==> src/rtl/lpm_pkg.sv <==
package lpm_pkg;
  localparam int ADDR_W = 32;
  localparam int LEN_W  = 6;

  typedef logic [ADDR_W-1:0] addr_t;
  typedef logic [LEN_W-1:0]  plen_t;

  // bit b of the mask is set when it lies within the leading len bits
  function automatic addr_t prefix_mask(input plen_t len);
    addr_t m;
    for (int b = 0; b < ADDR_W; b++) begin
      m[b] = ((b + int'(len)) >= ADDR_W);
    end
    return m;
  endfunction

  function automatic logic len_usable(input plen_t len);
    return (len != '0) && (int'(len) <= ADDR_W);
  endfunction
endpackage

==> src/rtl/lpm_table.sv <==
module lpm_table
  import lpm_pkg::*;
#(
  parameter int N_ENTRIES = 8,
  parameter int PORT_W    = 4,
  localparam int IDX_W    = $clog2(N_ENTRIES)
) (
  input  logic                           clk,
  input  logic                           rst_n,
  input  logic                           wr_en,
  input  logic [IDX_W-1:0]               wr_idx,
  input  addr_t                          wr_prefix,
  input  plen_t                          wr_len,
  input  logic [PORT_W-1:0]              wr_port,
  input  logic                           wr_valid,
  output logic [N_ENTRIES-1:0]           tbl_valid,
  output addr_t [N_ENTRIES-1:0]          tbl_prefix,
  output plen_t [N_ENTRIES-1:0]          tbl_len,
  output logic [N_ENTRIES-1:0][PORT_W-1:0] tbl_port
);
  for (genvar e = 0; e < N_ENTRIES; e++) begin : g_slot
    logic sel;
    assign sel = wr_en && (wr_idx == IDX_W'(e));

    always_ff @(posedge clk or negedge rst_n) begin
      if (!rst_n) begin
        tbl_valid[e]  <= 1'b0;
        tbl_prefix[e] <= '0;
        tbl_len[e]    <= '0;
        tbl_port[e]   <= '0;
      end else if (sel) begin
        tbl_valid[e]  <= wr_valid;
        tbl_prefix[e] <= wr_prefix;
        tbl_len[e]    <= wr_len;
        tbl_port[e]   <= wr_port;
      end
    end
  end
endmodule

==> src/rtl/lpm_match.sv <==
module lpm_match
  import lpm_pkg::*;
#(
  parameter int N_ENTRIES = 8
) (
  input  addr_t                 addr,
  input  logic [N_ENTRIES-1:0]  tbl_valid,
  input  addr_t [N_ENTRIES-1:0] tbl_prefix,
  input  plen_t [N_ENTRIES-1:0] tbl_len,
  output logic [N_ENTRIES-1:0]  hit
);
  for (genvar e = 0; e < N_ENTRIES; e++) begin : g_cmp
    addr_t diff;
    assign diff   = (addr ^ tbl_prefix[e]) & prefix_mask(tbl_len[e]);
    assign hit[e] = tbl_valid[e] && len_usable(tbl_len[e]) && (diff == '0);
  end
endmodule

==> src/rtl/lpm_reduce.sv <==
module lpm_reduce
  import lpm_pkg::*;
#(
  parameter int N_ENTRIES = 8,
  parameter int PORT_W    = 4,
  localparam int LEVELS   = $clog2(N_ENTRIES),
  localparam int N_PAD    = 1 << LEVELS,
  localparam int NODES    = 2 * N_PAD - 1,
  localparam int LEAF0    = N_PAD - 1
) (
  input  logic                             clk,
  input  logic                             rst_n,
  input  logic                             adv,
  input  logic [N_ENTRIES-1:0]             hit,
  input  plen_t [N_ENTRIES-1:0]            len,
  input  logic [N_ENTRIES-1:0][PORT_W-1:0] port,
  output logic                             win_vld,
  output logic [PORT_W-1:0]                win_port
);
  // heap-ordered tree: node i has children 2i+1 (lower indices) and 2i+2
  logic              n_vld  [NODES];
  plen_t             n_len  [NODES];
  logic [PORT_W-1:0] n_port [NODES];
  logic              x_vld  [NODES];
  plen_t             x_len  [NODES];
  logic [PORT_W-1:0] x_port [NODES];

  always_comb begin
    for (int i = 0; i < NODES; i++) begin
      x_vld[i]  = 1'b0;
      x_len[i]  = '0;
      x_port[i] = '0;
      if (i >= LEAF0) begin
        if (i - LEAF0 < N_ENTRIES) begin
          x_vld[i] = hit[i-LEAF0];
          if (hit[i-LEAF0]) begin
            x_len[i]  = len[i-LEAF0];
            x_port[i] = port[i-LEAF0];
          end
        end
      end else begin
        // the right child wins only when strictly longer: ties go to the lower index
        if (n_vld[2*i+2] && (!n_vld[2*i+1] || (n_len[2*i+2] > n_len[2*i+1]))) begin
          x_vld[i]  = 1'b1;
          x_len[i]  = n_len[2*i+2];
          x_port[i] = n_port[2*i+2];
        end else begin
          x_vld[i]  = n_vld[2*i+1];
          x_len[i]  = n_len[2*i+1];
          x_port[i] = n_port[2*i+1];
        end
      end
    end
  end

  always_ff @(posedge clk or negedge rst_n) begin
    if (!rst_n) begin
      for (int i = 0; i < NODES; i++) begin
        n_vld[i]  <= 1'b0;
        n_len[i]  <= '0;
        n_port[i] <= '0;
      end
    end else if (adv) begin
      for (int i = 0; i < NODES; i++) begin
        n_vld[i]  <= x_vld[i];
        n_len[i]  <= x_len[i];
        n_port[i] <= x_port[i];
      end
    end
  end

  assign win_vld  = n_vld[0];
  assign win_port = n_port[0];
endmodule

==> src/rtl/lpm_lookup.sv <==
module lpm_lookup
  import lpm_pkg::*;
#(
  parameter int N_ENTRIES = 8,
  parameter int PORT_W    = 4,
  localparam int IDX_W    = $clog2(N_ENTRIES),
  localparam int LAT      = $clog2(N_ENTRIES) + 1
) (
  input  logic              clk,
  input  logic              rst_n,
  input  logic              wr_en,
  input  logic [IDX_W-1:0]  wr_idx,
  input  logic [31:0]       wr_prefix,
  input  logic [5:0]        wr_len,
  input  logic [PORT_W-1:0] wr_port,
  input  logic              wr_valid,
  input  logic              req_valid,
  output logic              req_ready,
  input  logic [31:0]       req_addr,
  output logic              res_valid,
  input  logic              res_ready,
  output logic              res_hit,
  output logic [PORT_W-1:0] res_port
);
  logic [N_ENTRIES-1:0]             t_valid;
  addr_t [N_ENTRIES-1:0]            t_prefix;
  plen_t [N_ENTRIES-1:0]            t_len;
  logic [N_ENTRIES-1:0][PORT_W-1:0] t_port;
  logic [N_ENTRIES-1:0]             m_hit;
  logic [LAT-1:0]                   stage_vld;
  logic                             adv;

  // the pipeline moves as one unit unless a result is waiting unconsumed
  assign adv       = !res_valid || res_ready;
  assign req_ready = adv;

  lpm_table #(.N_ENTRIES(N_ENTRIES), .PORT_W(PORT_W)) u_table (
    .clk(clk), .rst_n(rst_n), .wr_en(wr_en), .wr_idx(wr_idx),
    .wr_prefix(wr_prefix), .wr_len(wr_len), .wr_port(wr_port), .wr_valid(wr_valid),
    .tbl_valid(t_valid), .tbl_prefix(t_prefix), .tbl_len(t_len), .tbl_port(t_port)
  );

  lpm_match #(.N_ENTRIES(N_ENTRIES)) u_match (
    .addr(req_addr), .tbl_valid(t_valid), .tbl_prefix(t_prefix), .tbl_len(t_len),
    .hit(m_hit)
  );

  lpm_reduce #(.N_ENTRIES(N_ENTRIES), .PORT_W(PORT_W)) u_reduce (
    .clk(clk), .rst_n(rst_n), .adv(adv), .hit(m_hit), .len(t_len), .port(t_port),
    .win_vld(res_hit), .win_port(res_port)
  );

  always_ff @(posedge clk or negedge rst_n) begin
    if (!rst_n) begin
      stage_vld <= '0;
    end else if (adv) begin
      stage_vld <= {stage_vld[LAT-2:0], req_valid};
    end
  end

  assign res_valid = stage_vld[LAT-1];
endmodule

==> config.mk <==
export PLATFORM = sky130hd
export DESIGN_NAME = lpm_lookup
export DESIGN_NICKNAME = d
export VERILOG_FILES = /design/src/rtl/lpm_pkg.sv /design/src/rtl/lpm_table.sv /design/src/rtl/lpm_match.sv /design/src/rtl/lpm_reduce.sv /design/src/rtl/lpm_lookup.sv
export SDC_FILE = /design/constraint.sdc
export NUM_CORES = 1
export LEC_CHECK = 0
export ABC_AREA = 1
export BUFFER_PORTS_ARGS = -buffer_cell sky130_fd_sc_hd__buf_2
export CORE_ASPECT_RATIO = 1.5
export CORE_MARGIN = 4
export CORE_UTILIZATION = 45
export DETAILED_ROUTE_END_ITERATION = 6
export PLACE_DENSITY = 0.68
export RECOVER_POWER = 50
export SKIP_LAST_GASP = 1
export SLEW_MARGIN = 20
export SYNTH_ARGS = -nofsm -noshare
export SYNTH_HDL_FRONTEND = slang
export SYNTH_SLANG_ARGS = --single-unit
==> constraint.sdc <==
create_clock -name clk -period 4.4 [get_ports clk]
set_input_delay 0.22 -clock clk [delete_from_list [all_inputs] [get_ports clk]]
set_output_delay 0.22 -clock clk [all_outputs]
set_load 0.1 [all_outputs]
==> results of run 1 <==
[worst register-to-register path, cell delays in order, from the launching register on]
cell,delay [ns]
dfrtp_1,0.70
clkinv_1,0.50
ha_1,0.43
a21oi_1,0.34
nand2_1,0.09
nand2_1,0.07
nand3_1,0.10
nand2_1,0.07
nand4_1,0.11
nor2_1,0.68
nand3_1,0.16
nand2_1,0.09
[kinds of logic after synthesis]
| kind of cell | count (synthesis) | synth area share, % |
|---|---|---|
| AO/OA/AOI/OAI | 851 | 13.1 |
| XOR/XNOR | 239 | 6.29 |
| adder cells (fa/ha/maj) | 173 | 6.50 |
| buffers and inverters | 647 | 7.94 |
| flip-flops | 507 | 38.1 |
| AND/OR/NAND/NOR | 2321 | 28.1 |
[layout make-up]
class | count | area (sq um) | share of cell area [%]
inverters | 405 | 1520 | 4.20
well taps | 984 | 1230 | 3.40
clock buffers | 74 | 1560 | 4.30
repair buffers | 141 | 911 | 2.51
diodes | 3 | 7.51 | 0.0207
clock inverters | 26 | 332 | 0.915
flip-flops and latches | 507 | 12700 | 35.0
multi-input cells | 3584 | 18000 | 49.6
[cells in the final DEF, fill, tap and decap left out, types with 6 or more instances in the layout]
master and instances:
nand2_1 1492, o21ai_0 613, dfrtp_1 507, nand3_1 403, inv_1 393, nor2_1 367, xor2_1 198, a21oi_1 188
ha_1 173, buf_2 86, clkbuf_16 55, xnor2_1 41, buf_4 29, o211ai_1 28, nand4_1 14, clkbuf_1 14
or2_2 13, dlygate4sd3_1 13, clkbuf_8 11, nor3_1 10, o21ai_1 10, inv_2 8, nand3b_1 7, a31oi_1 7
clkinvlp_4 7, nor2_2 6, bufinv_16 6
[routing by layer]
layer  share of wire (%)  up-vias  wire length (um)
met5               0.021        -                27
met4                 8.3        4             10700
met3                 6.5      401              8320
met2                  46     1355             59400
met1                  39    14900             50300
li1                    -    15000                 -
[stage by stage]
step | cells | hold WS (ns) | setup slack, ns | utilization (%) | total power, mW
after floorplan | 4738 | -0.0756 | 1.85 | - | 9.51
after CTS | 5721 | 0.0886 | 1.09 | 49.7 | 16.2
final | 5724 | 0.114 | 0.999 | 49.7 | 16.2
after detailed placement | 5608 | 0.334 | 1.10 | 46.9 | 11.3
after global routing | 5721 | 0.139 | 0.783 | 49.6 | 17.1
after global placement | 5608 | 0.323 | 1.08 | 46.9 | 11.2
[cells in the mapped netlist, types with 41 or more instances]
cell      instances
o21ai_0         613
xnor2_1          41
a21oi_1         188
nor2_1          367
nand3_1         404
ha_1            173
buf_2            86
nand2_1        1494
clkbuf_1        114
inv_1           393
dfrtp_1         507
xor2_1          198
[how the worst max path moves through the flow]
stage | from | to | slack [ns]
finish | u_table.tbl_len[40]$_DFFE_PN0P_ | u_reduce.n_len[8]$_DFFE_PN0P_ | 1.0
global route | u_table.tbl_len[40]$_DFFE_PN0P_ | u_reduce.n_len[10]$_DFFE_PN0P_ | 0.78
detailed placement | u_table.tbl_len[40]$_DFFE_PN0P_ | u_reduce.n_len[8]$_DFFE_PN0P_ | 1.10
global placement | u_table.tbl_len[40]$_DFFE_PN0P_ | u_reduce.n_port[5]$_DFFE_PN0P_ | 1.08
floorplan | stage_vld[3]$_DFFE_PN0P_ | stage_vld[0]$_DFFE_PN0P_ | 1.85
CTS | u_table.tbl_len[40]$_DFFE_PN0P_ | u_reduce.n_len[8]$_DFFE_PN0P_ | 1.09
[power by group]
part | internal [mW] | switching [mW] | total, mW | leakage, nW
clock | 2.85 | 2.08 | 4.92 | 0.907
combinational | 1.63 | 3.70 | 5.33 | 11.1
sequential | 5.28 | 0.704 | 5.98 | 6.55
[state kept, by name (all words and copies together), names as in the netlist]
signal / count
stage_vld: 4
u_reduce.n_len: 84
u_reduce.n_port: 56
u_reduce.n_vld: 14
u_reduce.win_port: 4
u_reduce.win_vld: 1
u_table.tbl_len: 48
u_table.tbl_port: 32
u_table.tbl_prefix: 256
u_table.tbl_valid: 8
[timing repair]
item,in CTS,in global routing
hold endpoints to repair,112,0
hold buffers,13,0
endpoints found under the setup margin,0,0
buffers inserted,0,0
==> metrics.yaml, run 1 <==
place:
  post_dp_cell_area_sq_um: 34300
  hpwl_um: 90100
  place.gp.congestion: 1.02
  port_buffers: 89
critical_path:
  rr_endpoint: "u_reduce.n_len[8]$_DFFE_PN0P_"
  crit_cells: 11
  reg2reg_depth: 11
  rr_startpoint: "u_table.tbl_len[40]$_DFFE_PN0P_"
  cp_common_cell: "nand2_1"
  crit_buf_inv: 1
  crit_path_max_incr_delay_ns: 0.70
  critPathLaunchType: "flip-flop"
  path_max_fanout: 15
  crit_required_ns: 4.97
  path_cells: "clkinv_1 -> ha_1 -> a21oi_1 -> nand2_1 -> nand2_1 -> nand3_1 -> nand2_1 -> nand4_1 -> nor2_1 -> nand3_1 -> nand2_1"
  reg2reg_slack_ns: 1.0
  slowest_stage: "dfrtp_1"
  cp.arrival_ns: 3.97
  path_delay_family: "simple AND/OR/NAND/NOR gates"
  endpoint_kind: "flip-flop"
  crit_type: "reg -> reg"
floorplanning:
  die_x_um: 230
  rows: 121
  die_y_um: 341
  pin_count: 90
  core_area_sq_um: 73000
  die_area_sq_um: 78500
  start_util_pct: 45.6
sta:
  setup_viol: 0
  slew_viol_final: 612
  relSlewSlack_pct: -134
  final_hold_viol_count: 0
  worst_pin_slew_ns: 3.51
  max_freq_ghz: 0.294
  fin_worst_skew_ns: 0.0154
  rsz0062_at_grt: "no"
  setup_tns_ns: 0
  min_period_ns: 3.40
  finalCritPeriodShare_pct: 77.3
clock_network:
  cts.clk_slew.worst_paths_ns: 0.07
  clk_path_buf_depth: 3
  htreeDepth: 2
  cts_made_buffers: 54
  cts.sinks: 507
  cts_tree: "done"
  cts_root_buf: "clkbuf_16"
  post_cts_resized: 0
  clock_latency_ns: 0.65
hold_path:
  hold_class: "in -> reg"
  holdPathStages: 3
  min_from: "wr_prefix[17]"
  hold_end: "u_table.tbl_prefix[241]$_DFFE_PN0P_"
cells_and_area:
  areaGrowthSynthToFinish_pct: 8.79
  drive_above_1_share_pct: 5.24
  fin_nets: 4949
  fillers: 7641
  final_cell_area_sq_um: 36200
detailed_routing:
  drtIter0Drc: 3717
  routed_wl_um: 129000
  first_pass_iters: 7
  vias_per_cell: 5.53
  vias: 31700
  final_antenna_net_count: 0
  drc: 2
  routedWlPerCell_um: 22.5
global_routing:
  global_route.usage.met3_pct: 3.78
  grt-ovfl-total: 0
  grt_max_degree: 193
  gr-usage-met1_pct: 39.9
  first_global_vias: 29800
  grt_busiest_layer: "met2"
  use_met2_pct: 52.2
  grt_first_pass_wirelength_um: 189000
  track_usage_pct: 31.9
  antenna_found_initial: 8
flow_run:
  maxCapViolCount: 8
logic_synthesis:
  synth.area.top_cells: "dfrtp_1 (38%), nand2_1 (17%), o21ai_0 (9.2%)"
  seq_area_frac_synth_pct: 38.1
  netlist_area_sq_um: 33300
  synth_nets: 4994
  synth_cell_types: 34
  synth-seq-cells: 507
  synth_top_cell_by_area: "dfrtp_1"
  synthArstFlopShare_pct: 100
  synth_ff_type: "dfrtp_1"
  avgSynthCellArea_sq_um: 7.03
  synth_warnings: 0
  synthCells: 4738
  netlist.area_leader.share_pct: 38.1
  synth_edf_count: 0
pwr:
  max-vdd-ir-drop_uv: 300
  power_per_cell_area_nw_per_um2: 448
  leakage_nw: 18.6
outcome:
  failed_checks: "design-rule violations, max-capacitance violations, max-slew violations"
  status: "complete, but fails checks"
Power figures use the tool's default switching activity.
==> run 2: changes to the inputs <==
Settings changed: ABC_AREA 1 to 0, PLACE_DENSITY 0.68 to 0.7.
Clock period 4.4 ns to 2.95 ns, I/O delays scaled along.
==> run 2 against run 1 <==
The flow still finishes with violations (design-rule violations, max-capacitance violations, max-slew violations). Clock power grew 43%. Design area grew 6.5%. Final cell count shrank 23%. Total power grew 64%.
==> metrics.yaml, run 2 <==
outcome:
  status: "complete, but fails checks"
  failed_checks: "design-rule violations, max-capacitance violations, max-slew violations"
floorplanning:
  die_area_sq_um: 75800
  pin_count: 90
  die_x_um: 226
  die_y_um: 335
  core_area_sq_um: 70400
  rows: 119
  start_util_pct: 45.6
sta:
  finalCritPeriodShare_pct: 99.4
  hold_slack_ns: 0.0591
  min_period_ns: 2.93
  rsz0062_at_grt: "yes"
  finalWorstSetupSlack_ns: 0.0173
  setup_viol: 0
  slew_viol_final: 126
  relSlewSlack_pct: -87.3
  max_freq_ghz: 0.341
  setup_tns_ns: 0
  final_hold_viol_count: 0
  fin_worst_skew_ns: 0.0319
  worst_pin_slew_ns: 2.81
cells_and_area:
  drive_above_1_share_pct: 30.7
  fin_nets: 3739
  fillers: 6312
  regMostFlops: "u_table.tbl_prefix"
  multiInputGateArea_sq_um: 18500
  final_cell_area_sq_um: 38600
  top_regs: "u_table.tbl_prefix x256, u_reduce.n_len x84, u_reduce.n_port x56"
  layout_commonest_cell: "dfrtp_1"
  final-seq-area_sq_um: 12700
  most-common-layout-cells: "dfrtp_1 (486), buf_4 (366), mux2_2 (323)"
  areaGrowthSynthToFinish_pct: 20.1
  largest_register_ffs: 256
detailed_routing:
  first_pass_iters: 7
  drc: 1
  vias_per_cell: 6.19
  vias: 27400
  routedWlPerCell_um: 28.4
  drtIter0Drc: 2592
  routed_wl_um: 126000
  final_antenna_net_count: 0
logic_synthesis:
  synthArstFlopShare_pct: 100
  synthTopCellsByCount: "dfrtp_1 (507), mux2_2 (323), clkbuf_1 (209)"
  netlist_area_sq_um: 32100
  synth_edf_count: 0
  netlist.area_leader.share_pct: 39.5
  synth_ff_type: "dfrtp_1"
  synth_warnings: 0
  synth.area.top_cells: "dfrtp_1 (39%), mux2_2 (11%), ha_1 (6.7%)"
  yosysMostFrequentCell: "dfrtp_1"
  synth_top_cell_by_area: "dfrtp_1"
  synthCells: 3163
  synth_nets: 3419
  synth-seq-cells: 507
  avgSynthCellArea_sq_um: 10.2
  synth_cell_types: 83
  seq_area_frac_synth_pct: 39.5
pwr:
  sw_frac_of_total_pct: 38.1
  max-vdd-ir-drop_uv: 515
  fin_total_pwr_mw: 26.7
  internal_power_mw: 16.5
  power_frac_seq_pct: 33.4
  leakage_nw: 17.3
  power_per_cell_area_nw_per_um2: 691
  pwr-share-comb_pct: 40.2
  power_frac_clock_pct: 26.3
  p_sw_mw: 10.2
clock_network:
  htreeDepth: 2
  cts_root_buf: "clkbuf_16"
  clk_path_buf_depth: 3
  clock_latency_ns: 0.64
  cts_tree: "done"
  cts.sinks: 507
  cts.clk_slew.worst_paths_ns: 0.07
  cts_made_buffers: 52
global_routing:
  global_route.usage.met3_pct: 5.31
  first_global_vias: 27500
  grt-ovfl-total: 0
  use_met2_pct: 54.1
  gr-usage-met1_pct: 38.6
  grt_max_degree: 89
  grt_first_pass_wirelength_um: 182000
  track_usage_pct: 32.4
  grt_busiest_layer: "met2"
  antenna_found_initial: 7
hold_path:
  hold_class: "in -> reg"
flow_run:
  maxCapViolCount: 2
place:
  place_ws_ns: -0.208
  post_dp_cell_area_sq_um: 35900
  place.gp.congestion: 1.02
  hpwl_um: 91100
  port_buffers: 89
critical_path:
  crit_required_ns: 3.50
  path_max_fanout: 9
  endpoint_kind: "flip-flop"
  critPathLaunchType: "flip-flop"
  crit_type: "reg -> reg"
  reg2reg_slack_ns: 0.02
  cp.arrival_ns: 3.48
==> run 2: cell types whose count changed after synthesis, moves of 80 or more <==
cell,before,now
nand2_1,1494,208
o21ai_0,613,188
nand3_1,404,60
nor2_1,367,39
mux2_2,0,323
inv_1,393,112
xnor2_1,41,156
clkbuf_1,114,209
xor2_1,198,104
a21o_1,0,80
==> run 2: worst max-delay path, stage by stage (launching register included) <==
cell	delay [ns]
dfrtp_2	0.48
buf_4	0.21
or3b_4	0.42
o211ai_1	0.35
nand3_1	0.19
nor4_4	0.30
o2111ai_2	0.22
nor3_4	0.27
buf_12	0.15
buf_12	0.13
a22o_1	0.13
==> run 2: worst paths after layout <==
| check | start | to | cells past startpoint |
|---|---|---|---|
| setup / recovery | u_table.tbl_len[16]$_DFFE_PN0P_ | u_reduce.n_port[22]$_DFFE_PN0P_ | 10 |
| hold / removal | wr_len[4] | u_table.tbl_len[4]$_DFFE_PN0P_ | 3 |
| setup reg to reg | u_table.tbl_len[16]$_DFFE_PN0P_ | u_reduce.n_port[22]$_DFFE_PN0P_ | 10 |
| hold reg to reg | stage_vld[2]$_DFFE_PN0P_ | stage_vld[2]$_DFFE_PN0P_ | 2 |
| max in group asynchronous | rst_n | u_table.tbl_len[16]$_DFFE_PN0P_ | 2 |
| min in group asynchronous | rst_n | u_table.tbl_prefix[217]$_DFFE_PN0P_ | 2 |
==> run 2: per-layer routing <==
metal / up-vias / share of wire (%)
li1: 12200 / -
met4: 6 / 8.6
met1: 13700 / 38
met2: 1192 / 47
met5: - / 0.032
met3: 416 / 6.5
==> run 2: logic make-up (layout without fill, tap and decap cells) <==
family / after synthesis / after routing / synth area share [%]
other: 0 / 2 / 0
buffers and inverters: 368 / 731 / 4.59
XOR/XNOR: 260 / 260 / 7.09
adder cells (fa/ha/maj): 173 / 173 / 6.74
AO/OA/AOI/OAI: 882 / 882 / 19.0
flip-flops: 507 / 507 / 39.5
multiplexers: 400 / 400 / 13.7
AND/OR/NAND/NOR: 573 / 573 / 9.39
==> run 2: per-stage QoR <==
stage | util, % | cells
final | 54.8 | 4435
after global routing | 54.8 | 4433
after CTS | 54.0 | 4416
after detailed placement | 51.0 | 4301
after global placement | 51.0 | 4301
after floorplan | - | 3163
==> run 2: what timing repair did <==
action | CTS | global route
pin swaps | 8 | 34
buffers inserted | 6 | 13
hold buffers | 10 | 0
cloned | 2 | 5
endpoints found under the setup margin | 64 | 88
gates resized for setup | 65 | 150
hold endpoints to repair | 114 | 0
==> run 2: power groups by stage <==
stage	Clock, mW	Sequential, mW	Combinational [mW]
floorplan	0	8.82	5.88
global placement	0	8.93	10.0
detailed placement	0	9.00	10.0
CTS	7.11	8.88	10.2
global route	7.38	9.03	11.4
finish	7.02	8.92	10.7
==> run 2: area by class of cell <==
class / count / area share, %
clock inverters: 30 / 0.804
well taps: 907 / 2.94
multi-input cells: 2288 / 48.0
diodes: 2 / 0.0130
clock buffers: 67 / 3.81
inverters: 114 / 1.14
flip-flops and latches: 507 / 32.9
repair buffers: 520 / 10.4
